File: src/rtl/sdw_pkg.sv
package sdw_pkg;
    localparam int unsigned DATA_W     = 32;
    localparam int unsigned PAGE_LSB   = 8;
    localparam int unsigned PAGE_WORDS = 64;
    localparam int unsigned IDX_W      = $clog2(PAGE_WORDS);

    // word indices inside the global page (byte offset / 4)
    localparam logic [IDX_W-1:0] W_INFO     = 6'h00;
    localparam logic [IDX_W-1:0] W_DEBOUNCE = 6'h01;
    localparam logic [IDX_W-1:0] W_CAP0     = 6'h04;
    localparam logic [IDX_W-1:0] W_MCUR0    = 6'h06;
    localparam logic [IDX_W-1:0] W_IRQSTAT  = 6'h3F;
    localparam int unsigned      ALIAS_STEP = 4;

    localparam int unsigned INFO_SRST_BIT = 0;
    localparam int unsigned INFO_PRES_LSB = 16;
    localparam logic [DATA_W-1:0] DEBOUNCE_INIT = 32'h0000_0005;

    typedef enum logic [1:0] {
        ACC_IDLE,
        ACC_GLOBAL,
        ACC_SLOT,
        ACC_VOID
    } acc_kind_e;
endpackage

File: src/rtl/sdw_decode.sv
module sdw_decode
    import sdw_pkg::*;
#(
    parameter int unsigned NUM_SLOTS = 2,
    parameter int unsigned ADDR_W    = 12,
    parameter int unsigned SLOT_W    = 1
) (
    input  logic              req_valid,
    input  logic [3:0]        req_be,
    input  logic [ADDR_W-1:0] req_addr,
    output acc_kind_e         kind,
    output logic [SLOT_W-1:0] slot_sel,
    output logic [IDX_W-1:0]  word_idx
);
    localparam int unsigned PG_W = ADDR_W - PAGE_LSB;

    logic [PG_W-1:0] page;
    logic            aligned;

    assign page     = req_addr[ADDR_W-1:PAGE_LSB];
    assign word_idx = req_addr[PAGE_LSB-1:2];
    assign aligned  = (req_addr[1:0] == 2'b00);

    always_comb begin
        kind     = ACC_IDLE;
        slot_sel = '0;
        if (req_valid) begin
            if (req_be != 4'hF || !aligned) begin
                kind = ACC_VOID;
            end else if (page == '0) begin
                kind = ACC_GLOBAL;
            end else if (page <= PG_W'(NUM_SLOTS)) begin
                kind     = ACC_SLOT;
                slot_sel = SLOT_W'(page - PG_W'(1));
            end else begin
                kind = ACC_VOID;
            end
        end
    end
endmodule

File: src/rtl/sdw_slot_route.sv
module sdw_slot_route
    import sdw_pkg::*;
#(
    parameter int unsigned NUM_SLOTS = 2,
    parameter int unsigned SLOT_W    = 1
) (
    input  logic                        clk,
    input  logic                        rst_n,
    input  acc_kind_e                   kind,
    input  logic [SLOT_W-1:0]           slot_sel,
    input  logic [NUM_SLOTS*DATA_W-1:0] slot_rdata,
    output logic [NUM_SLOTS-1:0]        slot_req_valid,
    output logic [DATA_W-1:0]           sel_rdata
);
    logic [NUM_SLOTS-1:0][DATA_W-1:0] rd_words;

    assign rd_words = slot_rdata;

    for (genvar n = 0; n < NUM_SLOTS; n++) begin : g_strobe
        assign slot_req_valid[n] = (kind == ACC_SLOT) && (slot_sel == SLOT_W'(n));
    end

    always_comb begin
        sel_rdata = '0;
        for (int n = 0; n < NUM_SLOTS; n++) begin
            if (slot_sel == SLOT_W'(n)) sel_rdata = rd_words[n];
        end
    end

    // at most one slot strobed per access
    p_one_slot_r9: assert property (@(posedge clk) disable iff (!rst_n)
        $onehot0(slot_req_valid));

    // rejected accesses never reach a slot
    p_void_quiet_r10: assert property (@(posedge clk) disable iff (!rst_n)
        (kind == ACC_VOID) |-> (slot_req_valid == '0));
endmodule

File: src/rtl/sdw_glob_regs.sv
module sdw_glob_regs
    import sdw_pkg::*;
#(
    parameter int unsigned    NUM_SLOTS = 2,
    parameter logic [31:0]    CAP_INIT  = 32'h01E8_0C80
) (
    input  logic                        clk,
    input  logic                        rst_n,
    input  logic                        wr_en,
    input  logic [IDX_W-1:0]            word_idx,
    input  logic [DATA_W-1:0]           wdata,
    input  logic [NUM_SLOTS-1:0]        slot_irq,
    output logic [DATA_W-1:0]           rdata,
    output logic [NUM_SLOTS*DATA_W-1:0] cap_words,
    output logic [NUM_SLOTS*DATA_W-1:0] mcur_words,
    output logic                        irq_any,
    output logic                        soft_rst
);
    localparam logic [DATA_W-1:0] INFO_INIT =
        DATA_W'(((1 << NUM_SLOTS) - 1) << INFO_PRES_LSB);
    localparam logic [DATA_W-1:0] SRST_MASK = DATA_W'(1) << INFO_SRST_BIT;

    typedef struct packed {
        logic [PAGE_WORDS-1:0][DATA_W-1:0] words;
        logic [NUM_SLOTS-1:0][DATA_W-1:0]  cap;
        logic [NUM_SLOTS-1:0][DATA_W-1:0]  mcur;
        logic [NUM_SLOTS-1:0]              irq;
        logic                              srst;
    } glob_st_t;

    glob_st_t st_d, st_q;
    logic     alias_hit;

    function automatic logic [IDX_W-1:0] cap_idx(input int n);
        return W_CAP0 + IDX_W'(ALIAS_STEP * n);
    endfunction

    function automatic logic [IDX_W-1:0] mcur_idx(input int n);
        return W_MCUR0 + IDX_W'(ALIAS_STEP * n);
    endfunction

    always_comb begin
        st_d      = st_q;
        st_d.srst = 1'b0;
        st_d.irq  = slot_irq;
        alias_hit = 1'b0;
        if (wr_en) begin
            for (int n = 0; n < NUM_SLOTS; n++) begin
                if (word_idx == cap_idx(n)) begin
                    st_d.cap[n] = wdata;
                    alias_hit   = 1'b1;
                end
                if (word_idx == mcur_idx(n)) begin
                    st_d.mcur[n] = wdata;
                    alias_hit    = 1'b1;
                end
            end
            if (word_idx == W_INFO) begin
                st_d.words[W_INFO] = wdata & ~SRST_MASK;
                st_d.srst          = wdata[INFO_SRST_BIT];
            end else if (word_idx != W_IRQSTAT && !alias_hit) begin
                st_d.words[word_idx] = wdata;
            end
        end
    end

    always_ff @(posedge clk or negedge rst_n) begin
        if (!rst_n) begin
            st_q                   <= '0;
            st_q.words[W_INFO]     <= INFO_INIT;
            st_q.words[W_DEBOUNCE] <= DEBOUNCE_INIT;
            for (int n = 0; n < NUM_SLOTS; n++) st_q.cap[n] <= CAP_INIT;
        end else begin
            st_q <= st_d;
        end
    end

    always_comb begin
        rdata = st_q.words[word_idx];
        if (word_idx == W_IRQSTAT) rdata = DATA_W'(st_q.irq);
        for (int n = 0; n < NUM_SLOTS; n++) begin
            if (word_idx == cap_idx(n))  rdata = st_q.cap[n];
            if (word_idx == mcur_idx(n)) rdata = st_q.mcur[n];
        end
    end

    assign cap_words  = st_q.cap;
    assign mcur_words = st_q.mcur;
    assign irq_any    = |st_q.irq;
    assign soft_rst   = st_q.srst;

    // a pulse only follows a write of the info word with bit 0 set
    p_srst_origin_r4: assert property (@(posedge clk) disable iff (!rst_n)
        soft_rst |-> $past(wr_en && word_idx == W_INFO && wdata[INFO_SRST_BIT]));

    // status bits track the slot levels one edge later
    p_irq_mirror_r7: assert property (@(posedge clk) disable iff (!rst_n)
        $past(rst_n) |-> (st_q.irq == $past(slot_irq)));
endmodule

File: src/rtl/sdhost_wrap_regs.sv
module sdhost_wrap_regs
    import sdw_pkg::*;
#(
    parameter int unsigned NUM_SLOTS = 2,
    parameter int unsigned ADDR_W    = 12,
    parameter logic [31:0] CAP_INIT  = 32'h01E8_0C80
) (
    input  logic                        clk,
    input  logic                        rst_n,
    input  logic                        req_valid,
    input  logic                        req_write,
    input  logic [3:0]                  req_be,
    input  logic [ADDR_W-1:0]           req_addr,
    input  logic [31:0]                 req_wdata,
    output logic                        rsp_valid,
    output logic [31:0]                 rsp_rdata,
    output logic [NUM_SLOTS-1:0]        slot_req_valid,
    output logic                        slot_req_write,
    output logic [7:0]                  slot_addr,
    output logic [31:0]                 slot_wdata,
    input  logic [NUM_SLOTS*32-1:0]     slot_rdata,
    output logic                        slot_soft_rst,
    output logic [NUM_SLOTS*32-1:0]     slot_cap,
    output logic [NUM_SLOTS*32-1:0]     slot_maxcur,
    input  logic [NUM_SLOTS-1:0]        slot_irq,
    output logic                        irq_out
);
    localparam int unsigned SLOT_W = (NUM_SLOTS > 1) ? $clog2(NUM_SLOTS) : 1;

    typedef struct packed {
        logic              valid;
        logic [DATA_W-1:0] data;
    } rsp_st_t;

    acc_kind_e         kind;
    logic [SLOT_W-1:0] slot_sel;
    logic [IDX_W-1:0]  word_idx;
    logic [DATA_W-1:0] glob_rdata;
    logic [DATA_W-1:0] sel_rdata;
    logic              glob_wr;
    rsp_st_t           rsp_d, rsp_q;

    sdw_decode #(
        .NUM_SLOTS (NUM_SLOTS),
        .ADDR_W    (ADDR_W),
        .SLOT_W    (SLOT_W)
    ) u_decode (
        .req_valid (req_valid),
        .req_be    (req_be),
        .req_addr  (req_addr),
        .kind      (kind),
        .slot_sel  (slot_sel),
        .word_idx  (word_idx)
    );

    assign glob_wr = (kind == ACC_GLOBAL) && req_write;

    sdw_glob_regs #(
        .NUM_SLOTS (NUM_SLOTS),
        .CAP_INIT  (CAP_INIT)
    ) u_glob (
        .clk        (clk),
        .rst_n      (rst_n),
        .wr_en      (glob_wr),
        .word_idx   (word_idx),
        .wdata      (req_wdata),
        .slot_irq   (slot_irq),
        .rdata      (glob_rdata),
        .cap_words  (slot_cap),
        .mcur_words (slot_maxcur),
        .irq_any    (irq_out),
        .soft_rst   (slot_soft_rst)
    );

    sdw_slot_route #(
        .NUM_SLOTS (NUM_SLOTS),
        .SLOT_W    (SLOT_W)
    ) u_route (
        .clk            (clk),
        .rst_n          (rst_n),
        .kind           (kind),
        .slot_sel       (slot_sel),
        .slot_rdata     (slot_rdata),
        .slot_req_valid (slot_req_valid),
        .sel_rdata      (sel_rdata)
    );

    assign slot_req_write = req_write;
    assign slot_addr      = req_addr[PAGE_LSB-1:0];
    assign slot_wdata     = req_wdata;

    always_comb begin
        rsp_d.valid = req_valid;
        rsp_d.data  = '0;
        if (!req_write) begin
            case (kind)
                ACC_GLOBAL: rsp_d.data = glob_rdata;
                ACC_SLOT:   rsp_d.data = sel_rdata;
                default:    rsp_d.data = '0;
            endcase
        end
    end

    always_ff @(posedge clk or negedge rst_n) begin
        if (!rst_n) rsp_q <= '0;
        else        rsp_q <= rsp_d;
    end

    assign rsp_valid = rsp_q.valid;
    assign rsp_rdata = rsp_q.data;

    // one response per request, one cycle later
    p_rsp_follow_r2: assert property (@(posedge clk) disable iff (!rst_n)
        $past(rst_n) |-> (rsp_valid == $past(req_valid)));

    // combined interrupt only after some slot level was high
    p_irq_source_r8: assert property (@(posedge clk) disable iff (!rst_n)
        irq_out |-> $past(|slot_irq));
endmodule

File: config.mk
export PLATFORM = sky130hd
export DESIGN_NAME = sdhost_wrap_regs
export DESIGN_NICKNAME = d
export VERILOG_FILES = /design/src/rtl/sdw_pkg.sv /design/src/rtl/sdw_decode.sv /design/src/rtl/sdw_slot_route.sv /design/src/rtl/sdw_glob_regs.sv /design/src/rtl/sdhost_wrap_regs.sv
export SDC_FILE = /design/constraint.sdc
export NUM_CORES = 2
export LEC_CHECK = 0
export BUFFER_PORTS_ARGS = -buffer_cell sky130_fd_sc_hd__buf_2
export CELL_PAD_IN_SITES_DETAIL_PLACEMENT = 1
export CELL_PAD_IN_SITES_GLOBAL_PLACEMENT = 1
export CORE_ASPECT_RATIO = 0.7
export CORE_MARGIN = 2
export CORE_UTILIZATION = 52
export CTS_BUF_LIST = sky130_fd_sc_hd__clkbuf_4
export CTS_CLUSTER_DIAMETER = 150
export CTS_CLUSTER_SIZE = 30
export DETAILED_ROUTE_END_ITERATION = 8
export PLACE_DENSITY = 0.78
export RECOVER_POWER = 50
export SYNTH_ARGS = -nofsm -noshare
export SYNTH_HDL_FRONTEND = slang
export SYNTH_SLANG_ARGS = --single-unit
File: constraint.sdc
create_clock -name clk -period 2.2 [get_ports clk]
set_input_delay 0.11 -clock clk [delete_from_list [all_inputs] [get_ports clk]]
set_output_delay 0.11 -clock clk [all_outputs]
set_load 0.02 [all_outputs]
==> run summary <==
Maximum clock rate: 367 MHz
Number of nets in the layout: 7,333
Cell chosen for the clock root: clkbuf_4
Average via count per standard cell: 6.61
Critical Path End Type: flop
Outcome: finished, violations left
Number of buffers added by the clock tree synthesis step: 83
Total vias in the final route: 65,300
Post-synthesis register bit count: 2,212
Wire length of the first global-routing pass: 497,000 um
Worst Hold Depth: 7
Placed wire-length estimate after detailed placement: 219,000 um
Critical Path Start Type: primary input
Predominant post-synthesis flop cell: dfrtp_1
Unrepaired setup endpoints after global routing: yes
Number of warning messages in the yosys log: 0
Number of synthesized flops with an enable pin: 0
Initial antenna violation count: 30
Clock slew seen by the registers of the worst setup and hold paths: 400 ps
Launch instance of the worst min-delay path: req_addr[2]
Number of remaining DRC errors: 0
Post-synthesis net count: 6,936
Most common cell in the synthesized netlist: dfrtp_1
Capture instance of the worst register-to-register path: rsp_rdata[18]
Synth-to-Final Area Change: 13.0%
Slew of the pin with the lowest slew margin: 1290 ps
Overall global routing resource usage: 34.3%
Cell accounting for the most synthesized area: dfrtp_1
Top cells by instance count after synthesis: dfrtp_1 (2,192), mux2_2 (1,982), clkbuf_1 (444)
Effective utilization at floorplan: 52.3%
Kind of critical path: in -> reg
Number of placed I/O pins: 324
Clock latency of the later-clocked register in the worst-skew pair: 1390 ps
Fill cell total of the finished layout: 17,700
CTS tree: done
Placed Instance Area: 0.110 sq mm
Logic depth of the worst register-to-register path: 5
Total global routing overflow: 0
Setup-violating endpoint count in the final report: 462
Cell area after synthesis: 0.101 sq mm
Endpoint with the worst hold slack: u_glob.st_q[1143]
DIE AREA: 0.198 sq mm
Die outline width: 531 um
Clock skew: 172 ps
Minimum setup slack among reg-to-reg paths: -340 ps
Initial DRT Pass Iterations: 6
Maximum root-to-sink buffer count: 3
Max H-tree Level: 3
Routed Wire Length: 347,000 um
Biggest area contributors in the synthesized netlist: dfrtp_1 (54%), mux2_2 (22%), mux4_2 (8.4%)
Smallest setup slack after layout: -526 ps
GPL Wtd Cong: 0.945
Register area share after synthesis: 54.8%
Drt first-iter violations: 7,075
Violations in the final reports: negative setup slack
Total clock sinks: 2,212
Largest fanout on the critical path: 4
Worst-case headroom to the max-slew limit: 13.8%
Share of cells above drive strength 1: 52.5%
Period utilization: 124%
Count of maximum capacitance violations: 0
Number of buffers added on ports: 323
Async SR Flop Fraction: 100%
Slew Viols, Final: 0
Placeable core region: 0.193 sq mm
Area of all placed cells without fillers: 0.114 sq mm
Maximum number of pins on one net before global-route repair: 131
Count of nets left with antenna violations after detail routing: 0
Peak ir drop on the vdd network: 0.000451 V
Power density over the cells: 594 mW/mm^2
Final Power: 67,800 uW
Share of the synthesized area in the top cell type: 54.3%
Average wire length per cell after detail routing: 35.1 um
Required @ worst endpoint: 3440 ps
Leakage: 0.0561 uW
Worst Path Arrival: 3970 ps
Worst Hold Class: in -> reg
Min Tclk post-route: 2730 ps
Die Ht: 373 um
Cells after synthesis: 6,816
Crit Reg-Reg Startpoint: u_glob.mcur_words[50]
Hold violation count in the final report: 0
Number of placement rows: 135
Unique masters post-synth: 64
Average cell area after synthesis: 14.8 sq um
Via count of the first global-routing pass: 70,300
## logic make-up (layout without fill, tap and decap cells)
logic type	Yosys count	count (layout)	share of synthesized area [%]
simple gates	354	354	1.91
other cells	0	22	0
flops	2212	2212	54.8
compound gates	497	497	3.98
fa+ha+maj	2	2	0.0248
buf+inv	998	1440	4.73
mux	2751	2751	34.5
xor+xnor	2	2	0.0174
## layer usage
layer,track usage (%),vias up,wire [um]
li1,-,25600,-
met1,46.9,35500,139000
met2,52.5,3074,158000
met3,7.45,1101,28800
met4,15.8,26,20200
met5,0,-,221
## per-stage QoR
stage / setup WS (ps) / util [%] / setup TNS, ps / hold slack, ps / std cells
floorplan: -275 / - / -281870 / -186 / 6816
global placement: -1070 / 56.7 / -931070 / -0.126 / 9404
detailed placement: -990 / 56.7 / -1013960 / 6.54 / 9404
CTS: -137 / 59.0 / -2780 / 0.447 / 9832
global route: -380 / 59.0 / -17830 / 51.2 / 9873
finish: -526 / 59.0 / -20050 / 92.8 / 9883
## layout make-up
type / count / area (sq um) / share of cell area, %
Antenna cell: 22 / 55.1 / 0.0483
Clock buffer: 124 / 931 / 0.816
Clock inverter: 6 / 106 / 0.0932
Inverter: 10 / 37.5 / 0.0329
Multi-Input combinational cell: 3606 / 42200 / 37.0
Sequential cell: 2212 / 55400 / 48.6
Tap cell: 2603 / 3260 / 2.85
Timing Repair Buffer: 1300 / 12100 / 10.6
## where the power goes
group	total (uW)	leakage, uW	internal (uW)	switching [uW]
combinational	8960	0.0250	3940	5020
clock	15200	0.000626	2870	12300
sequential	43600	0.0304	42500	1100
total	67800	0.0561	49300	18500
## critical path, cell delays in order
cell           delay [ps]
buf_2                 100
nand4bb_1             230
or2_4                 310
o31ai_4               260
buf_4                 260
ha_4                  240
or3b_4                430
buf_4                 170
nor4_1                490
dlygate4sd3_1         670
nand2_1                70
o21ai_0               620
## registers in the layout, indices dropped and copies added (netlist names)
register	count
u_glob.mcur_words	64
u_glob.cap_words	64
rsp_valid	1
rsp_rdata	32
u_glob.soft_rst	1
u_glob.st_q	2050
## worst max-delay path by stage
stage / start / end / slack (ps) / cells after the start
after global routing: req_addr[11] / rsp_rdata[18] / -380 / 12
after CTS: u_glob.st_q[1908] / rsp_rdata[17] / -140 / 7
final: req_addr[11] / rsp_rdata[18] / -530 / 12
after floorplan: req_addr[11] / u_glob.st_q[447] / -280 / 11
after detailed placement: req_addr[11] / rsp_rdata[6] / -990 / 12
after global placement: req_addr[11] / rsp_rdata[7] / -1070 / 12
## cell usage in the layout, fill, tap and decap left out, drive strengths merged, types with 27 or more instances in the layout
cell         count
a22oi          219
a221o           30
dfrtp         2192
nor2            28
mux2          2053
o2111ai         29
dlygate4sd3    253
clkbuf         190
nand2          125
o31ai           27
mux2i          320
mux4           378
and3            57
buf            980
nand4           27
## what timing repair did
action / 4_1_cts / 5_1_grt
hold buffers: 258 / 3
setup endpoints to repair: 67 / 1366
pin swaps: 23 / 24
buffers inserted: 41 / 35
hold endpoints to repair: 4263 / 3
resized for setup: 124 / 91
Note: power is estimated with default switching activity, not from simulation.
